--- src/rtl/pulse_delay_queue.sv ---
module pulse_delay_queue #(
  parameter int CNT_W = 16,
  parameter int DEPTH = 8
) (
  input  logic             clk,
  input  logic             rst_n,
  input  logic             pulse_in,
  input  logic [CNT_W-1:0] delay_in,
  output logic             pulse_out,
  output logic             fifo_full,
  output logic             overflow
);
  localparam int AW = (DEPTH > 1) ? $clog2(DEPTH) : 1;
  localparam int CW = $clog2(DEPTH + 1);

  logic [CNT_W-1:0] now;
  logic             pulse_q;
  logic [CNT_W-1:0] ts_mem [DEPTH];
  logic [CNT_W-1:0] dl_mem [DEPTH];
  logic [AW-1:0]    wr_ptr, rd_ptr;
  logic [CW-1:0]    count;
  logic [CNT_W-1:0] elapsed;
  logic             rise, fire, push;

  function automatic logic [AW-1:0] ptr_inc(input logic [AW-1:0] p);
    return (p == AW'(DEPTH - 1)) ? '0 : p + 1'b1;
  endfunction

  assign rise      = pulse_in & ~pulse_q;
  assign elapsed   = now - ts_mem[rd_ptr];
  assign fire      = (count != '0) && (elapsed >= dl_mem[rd_ptr]);
  assign fifo_full = (count == CW'(DEPTH));
  assign push      = rise && (!fifo_full || fire);

  always_ff @(posedge clk or negedge rst_n) begin
    if (!rst_n) begin
      now       <= '0;
      pulse_q   <= 1'b0;
      wr_ptr    <= '0;
      rd_ptr    <= '0;
      count     <= '0;
      pulse_out <= 1'b0;
      overflow  <= 1'b0;
    end else begin
      now       <= now + 1'b1;
      pulse_q   <= pulse_in;
      pulse_out <= fire;
      if (push) wr_ptr <= ptr_inc(wr_ptr);
      if (fire) rd_ptr <= ptr_inc(rd_ptr);
      if (push && !fire)      count <= count + 1'b1;
      else if (fire && !push) count <= count - 1'b1;
      if (rise && !push) overflow <= 1'b1;
    end
  end

  always_ff @(posedge clk) begin
    if (push) begin
      ts_mem[wr_ptr] <= now;
      dl_mem[wr_ptr] <= delay_in;
    end
  end


  count_bound_chk: assert property (@(posedge clk) disable iff (!rst_n)
    count <= CW'(DEPTH));


  fire_needs_entry_chk: assert property (@(posedge clk) disable iff (!rst_n)
    pulse_out |-> $past(count != '0));


  overflow_sticky_chk: assert property (@(posedge clk) disable iff (!rst_n)
    overflow |=> overflow);


  overflow_cause_chk: assert property (@(posedge clk) disable iff (!rst_n)
    $rose(overflow) |-> $past(fifo_full && rise));


  level_once_chk: assert property (@(posedge clk) disable iff (!rst_n)
    ($past(pulse_in) && $past(pulse_q)) |-> count <= $past(count));
endmodule

--- config.mk ---
export PLATFORM = sky130hd
export DESIGN_NAME = pulse_delay_queue
export DESIGN_NICKNAME = d
export VERILOG_FILES = /design/src/rtl/pulse_delay_queue.sv
export SDC_FILE = /design/constraint.sdc
export NUM_CORES = 1
export LEC_CHECK = 0
export BUFFER_PORTS_ARGS = -buffer_cell sky130_fd_sc_hd__buf_4
export CORE_ASPECT_RATIO = 0.6
export CORE_MARGIN = 2
export CORE_UTILIZATION = 50
export CTS_CLUSTER_SIZE = 12
export DETAILED_ROUTE_END_ITERATION = 7
export GPL_ROUTABILITY_DRIVEN = 0
export PLACE_DENSITY_LB_ADDON = 0.3
export SLEW_MARGIN = 20
export SYNTH_ARGS = -nofsm -noshare
export SYNTH_HDL_FRONTEND = slang
export SYNTH_SLANG_ARGS = --single-unit
--- constraint.sdc ---
create_clock -name clk -period 16.1 [get_ports clk]
set_input_delay 2.415 -clock clk [delete_from_list [all_inputs] [get_ports clk]]
set_output_delay 2.415 -clock clk [all_outputs]
set_load 0.03 [all_outputs]
## Word-level counts from Yosys, hierarchy flattened

Memories as Yosys holds them, arrays and structs flattened.
Index checks and enable logic that the tools add are counted.

| word-level totals | value |
|---|---|
| memory bits (writable) | 256 |
| word-level logic and storage cells | 38 |
| input bits | 19 |
| memories kept | 2 |
| flip-flop bits (word level) | 29 |
| output and inout port bits | 3 |

Memories:

| name | words | width | rd ports | clocked after Yosys merged registers in | wr ports | RTL line | RTL |
|---|---|---|---|---|---|---|---|
| dl_mem | 8 | 16 | 1 | 0 | 1 | 19 | `logic [CNT_W-1:0] dl_mem [DEPTH];` |
| ts_mem | 8 | 16 | 1 | 0 | 1 | 18 | `logic [CNT_W-1:0] ts_mem [DEPTH];` |

| cells by class | value |
|---|---|
| magnitude comparators | 1 |
| bitwise gates (word level) | 2 |
| $add $sub $neg | 6 |
| equal/unequal tests | 3 |
| reductions and logical operators | 11 |
| muxes and demuxes | 6 |

Operators with widths:

| cell | count |
|---|---|
| $add 16x1->16 const B | 1 |
| $ge 16x16->1 | 1 |
| $sub 16x16->16 | 1 |
| $mux 4 | 2 |
| $add 3x1->3 const B | 2 |
| $eq 3x3->1 const B | 2 |
| $mux 3 | 2 |
| $logic_and 1x1->1 | 5 |
| $add 4x1->4 const B | 1 |
| $eq 4x4->1 const B | 1 |
| $reduce_bool 4->1 | 1 |
| $sub 4x1->4 const B | 1 |
| $logic_not 1->1 | 3 |
| $mux 1 | 2 |
| $reduce_bool 2->1 | 1 |
| $and 1x1->1 | 1 |
| $logic_or 1x1->1 | 1 |
| $not 1->1 | 1 |

## Depth between registers and ports, before layout

An unclocked memory read counts as a cell.

| logic depth | value |
|---|---|
| depth after elaboration | 10 |
| depth in mapped cells | 27 |
| gate-level depth less buffers | 25 |

## Worst setup path after synthesis

Ideal clock, no wire load.

| timing | value |
|---|---|
| kind | register to register |
| start | register rd_ptr[0] |
| end | memory dl_mem[0][0] (enable) |
| data arrival time | 7.028 ns |
| cell stages (with the launch flop) | 19 |
| library setup time | 0.501 ns |
| path buffers | 3 |
| path slack | 8.571 ns |
| clock period less this slack | 7.529 ns |
| data required time | 15.599 ns |
| path through | dfrtp_1 -> buf_2 -> buf_2 -> mux4_2 -> mux2i_1 -> ha_1 -> a211oi_1 -> nor2_1 -> o41a_1 -> a21oi_1 -> o21ai_0 -> xor2_1 -> ha_1 -> nand2_1 -> nor2_1 -> nand3_2 -> a41o_1 -> buf_6 -> nor4_1 |

| on the way | value |
|---|---|
| longest elaborated chain between the ends | 8 |
| elaborated cells on any way between the ends | 9 |
| those cells by class | add/sub: 1; order compare: 1; mux: 2; reduce/logical: 3; memory: 2 |

RTL lines:

| item | RTL line | RTL |
|---|---|---|
| from (decl) | 20 | `logic [AW-1:0] wr_ptr, rd_ptr;` |
| from (signal assigned) | 49 | `if (fire) rd_ptr <= ptr_inc(rd_ptr);` |
| $mem_v2 8x16 | - |  |
| $sub 16x16->16 | 30 | `assign elapsed = now - ts_mem[rd_ptr];` |
| $ge 16x16->1 * | 31 | `assign fire = (count != '0) && (elapsed >= dl_mem[rd_ptr]);` |
| $logic_and 1x1->1 * | 31 |  |
| $logic_or 1x1->1 * | 33 | `assign push = rise && (!fifo_full \|\| fire);` |
| $logic_and 1x1->1 * | 33 |  |
| $mux 1 * | 57 | `if (push) begin` |
| $mux 1 (not written as such) * | 59 | `dl_mem[wr_ptr] <= delay_in;` |
| to (decl) | 19 |  |

Mark *: on every way between the ends. The rest lies on a longest branch, timed or not.

## Worst setup path after layout

| timing | value |
|---|---|
| start | register rd_ptr[0] |
| end | register count[3] |

| on the way | value |
|---|---|
| longest elaborated chain between the ends | 9 |
| elaborated cells on any way between the ends | 13 |
| those cells by class | add/sub: 1; order compare: 1; mux: 1; reduce/logical: 8; memory: 2 |

RTL lines:

| item | RTL line | RTL |
|---|---|---|
| $mem_v2 8x16 | - |  |
| $sub 16x16->16 | 30 |  |
| $ge 16x16->1 * | 31 |  |
| $logic_and 1x1->1 * | 31 |  |
| $logic_or 1x1->1 * | 33 |  |
| $logic_and 1x1->1 * | 33 |  |
| net push | 23 | `logic rise, fire, push;` |
| $logic_not 1->1 | 51 | `else if (fire && !push) count <= count - 1'b1;` |
| $logic_and 1x1->1 | 51 |  |
| $reduce_bool 2->1 (no source line) | - |  |
| to (signal assigned) | 50 | `if (push && !fire) count <= count + 1'b1;` |
| to (signal assigned) | 51 |  |
| to (decl) | 21 | `logic [CW-1:0] count;` |

Mark *: on every way through the listed nets, which the timed path passes. The rest lies on a longest branch.
A chain may end at the register's enable or synchronous reset.

==> reports/qor.txt <==
Height of the chip = 123.8 um
Worst r2r src = rd_ptr[0]
CP Max Fanout = 28
Reg2Reg Depth = 24
Layout cells sized above 1 = 23.19%
WP data arrival = 7360 ps
Fin crit share = 43.15%
Setup CP Type = reg -> reg
Row count = 43
Reg clk slew, reported paths = 60 ps
Clock Tree Buf Depth = 3
FF+latch area = 8419 um2
# clock sinks = 285
Worst Path Required = 16510 ps
Fin worst setup slack = 9153 ps
Clock Power Share = 24.2%
Number of synthesized flops with an enable pin = 256
Post-synth top cells = 256 x edfxtp_1, 64 x mux4_2, 40 x ha_1
Register area share after synthesis = 70.39%
Finished Layout Cells = 992
Drt first pass iters = 5
Final hold slack = 477.7 ps
Flop and latch count out of synthesis = 285
Crit path launch type = register
Count of pins over their slew limit = 0
Top FF cell, synth = edfxtp_1
Clock latency on the worst-skew pair = 540 ps
Die area = 25200 um2
Worst path most repeated cell = ha_1
# DRC = 0
Fillers = 1686
CTS tree = done
Yosys warns = 0
Pwr per Cell Area = 182.6 nW/um2
Slew margin rel. = 51.83%
Hold bufs inserted after CTS = 0
Most common cell in the synthesized netlist = edfxtp_1
R2R Path End = count[3]
GRT overflow = 0
Multi-input logic area = 3453 um2
Area share of the largest cell type after synthesis = 64.31%
Switch share = 33.17%
Post-CTS setup buffers = 0
Post-synth ARST share = 10.18%
M3 GR Usage = 3.925%
Routed via count = 5850
Netlist area before placement = 11950 um2
Pint = 1.632 mW
M1 GR Usage = 30.53%
Pleak = 4.619 nW
Area leader, netlist = edfxtp_1
Placed cells = 941
Iter 0 DRT Violations = 654
Layout Skew = 15.17 ps
Post-CTS sizing = 0
Fin. Hold Viols = 0
Post-DR vias/cell = 5.897
Flop pwr share = 38.2%
Net count, final = 717
Mean Syn Cell Area = 19.53 um2
Busiest metal layer after global routing = met1
Clock root cell = clkbuf_16
Number of max-cap violations = 0
Top delay family on crit path = compound AO/OA/AOI/OAI gates
Initial antenna violation count = 0
Pwr Total = 2.441 mW
ANT nets after route = 0
Buf/Inv on CP = 3
R2R Setup Slk = 9150 ps
Setup TNS Final = 0 ps
Distinct cells, synth = 52
DR WL/cell = 24.25 um
Setup crit end kind = register
Worst Hold Class = reg -> reg
Ranking of synthesized cells by area = edfxtp_1 64%, mux4_2 12%, dfrtp_1 6.1%
Largest net degree at the start of global routing = 33
RSZ-0062 raised after global routing = false
Die X = 203.6 um
Total GRT Usage = 19.90%
Starting Density = 51.31%
Area growth, synth to finish = 11.87%
Dpl ws = 9182 ps
Syn nets = 673
Fin crit period = 6947 ps
Comb pwr share = 37.5%
Worst path max stage delay = 770 ps
CP max stage cell = a41o_1
# IOs = 22
Final setup violation count = 0
Number of global-route vias before repair = 5975
Peak supply drop = 0.1327 mV
Cells after Synth = 612
Max Clock Freq = 144.0 MHz
H-Tree Level Count = 1
First-pass GRT wire length = 36650 um
Final HPWL DP = 14590 um
CTS buffer count = 28
Slew @ Worst Pin = 712.6 ps
Switch Pwr = 0.8098 mW
Total Wirelength = 24060 um
CP Capture Point = count[3]
Met2 Use GR = 30.16%
Status = finished, final reports clean
I/O Buffers = 21
Core Footprint = 23300 um2
Critical path, cell by cell = buf_4 > mux4_2 > mux2i_1 > ha_1 > o211ai_1 > a21oi_1 > a2111o_1 > nand3_1 > a41oi_1 > xnor2_1 > ha_1 > nand2_1 > nor2_1 > a211oi_1 > a41o_1 > inv_1 > ha_1 > inv_1 > ha_1 > a21o_1 > a21oi_1 > xnor2_1 > nor2_1 > xor2_1
Critical path depth in cells = 24
N_diodes = 0
Worst setup path start = rd_ptr[0]
[state kept, by name (all words and copies together), names as in the netlist]
register and cells:
dl_mem 128, pulse_q 1, now 16, rd_ptr 3
ts_mem 128, count 4, pulse_out 1, overflow 1
wr_ptr 3
[power by group through the flow]
stage | logic, mW | clock network [mW] | registers [mW]
2_1_floorplan | 0.698 | 0 | 0.910
3_3_place_gp | 0.874 | 0 | 0.945
3_5_place_dp | 0.906 | 0 | 0.950
4_1_cts | 0.913 | 0.601 | 0.935
5_1_grt | 0.995 | 0.631 | 0.943
6_report | 0.916 | 0.591 | 0.934
[cell usage in the layout (no fill, tap or decap), drive strengths merged, types with 5 or more instances in the layout]
cell type / instances
xor2: 10
ha: 40
o21ai: 8
mux2: 7
buf: 36
mux4: 64
xnor2: 22
a21o: 5
inv: 6
and3: 5
dfrtp: 29
clkbuf: 46
a21oi: 13
edfxtp: 256
nand2: 15
mux2i: 30
clkinv: 5
nor2: 21
nand3: 11
nor3: 5
[per-stage QoR]
step | utilization, % | instance area [um2]
4_1_cts | 57.40 | 13370
6_report | 57.40 | 13370
3_3_place_gp | 53.91 | 12560
3_5_place_dp | 53.91 | 12560
2_1_floorplan | - | 11950
5_1_grt | 57.40 | 13370
[worst min-delay path by stage]
stage	from	endpoint	cells past startpoint	slack, ps
floorplan	count[3]	count[3]	1	460
finish	overflow	overflow	1	480
CTS	overflow	overflow	1	480
global placement	overflow	overflow	1	470
detailed placement	overflow	overflow	1	470
global route	count[3]	count[3]	1	520
[cell families after synthesis]
kind of cell               count (synthesis)  share of synthesized area (%)
DFF                                      285                          70.39
muxes                                    101                          15.23
and+or+nand+nor                           74                          3.475
AOI/OAI and AO/OA                         50                          3.025
adders and majority gates                 42                          4.522
xor gates and xnor gates                  32                          2.345
buffers and inverters                     28                          1.015
[metal layers]
layer	share of wire, %	vias to the layer above
met3	5.8	23
met4	1.4	0
met1	48	3087
met5	0	-
li1	-	2581
met2	44	159
[final cells by class]
type | instances | share of cell area (%)
flip-flops and latches | 285 | 62.96
repair buffers | 36 | 2.021
multi-input cells | 299 | 25.83
inverters | 6 | 0.1684
clock inverters | 5 | 0.1684
clock buffers | 46 | 5.904
well taps | 315 | 2.948
No activity file was read; power rests on OpenSTA's default activity.
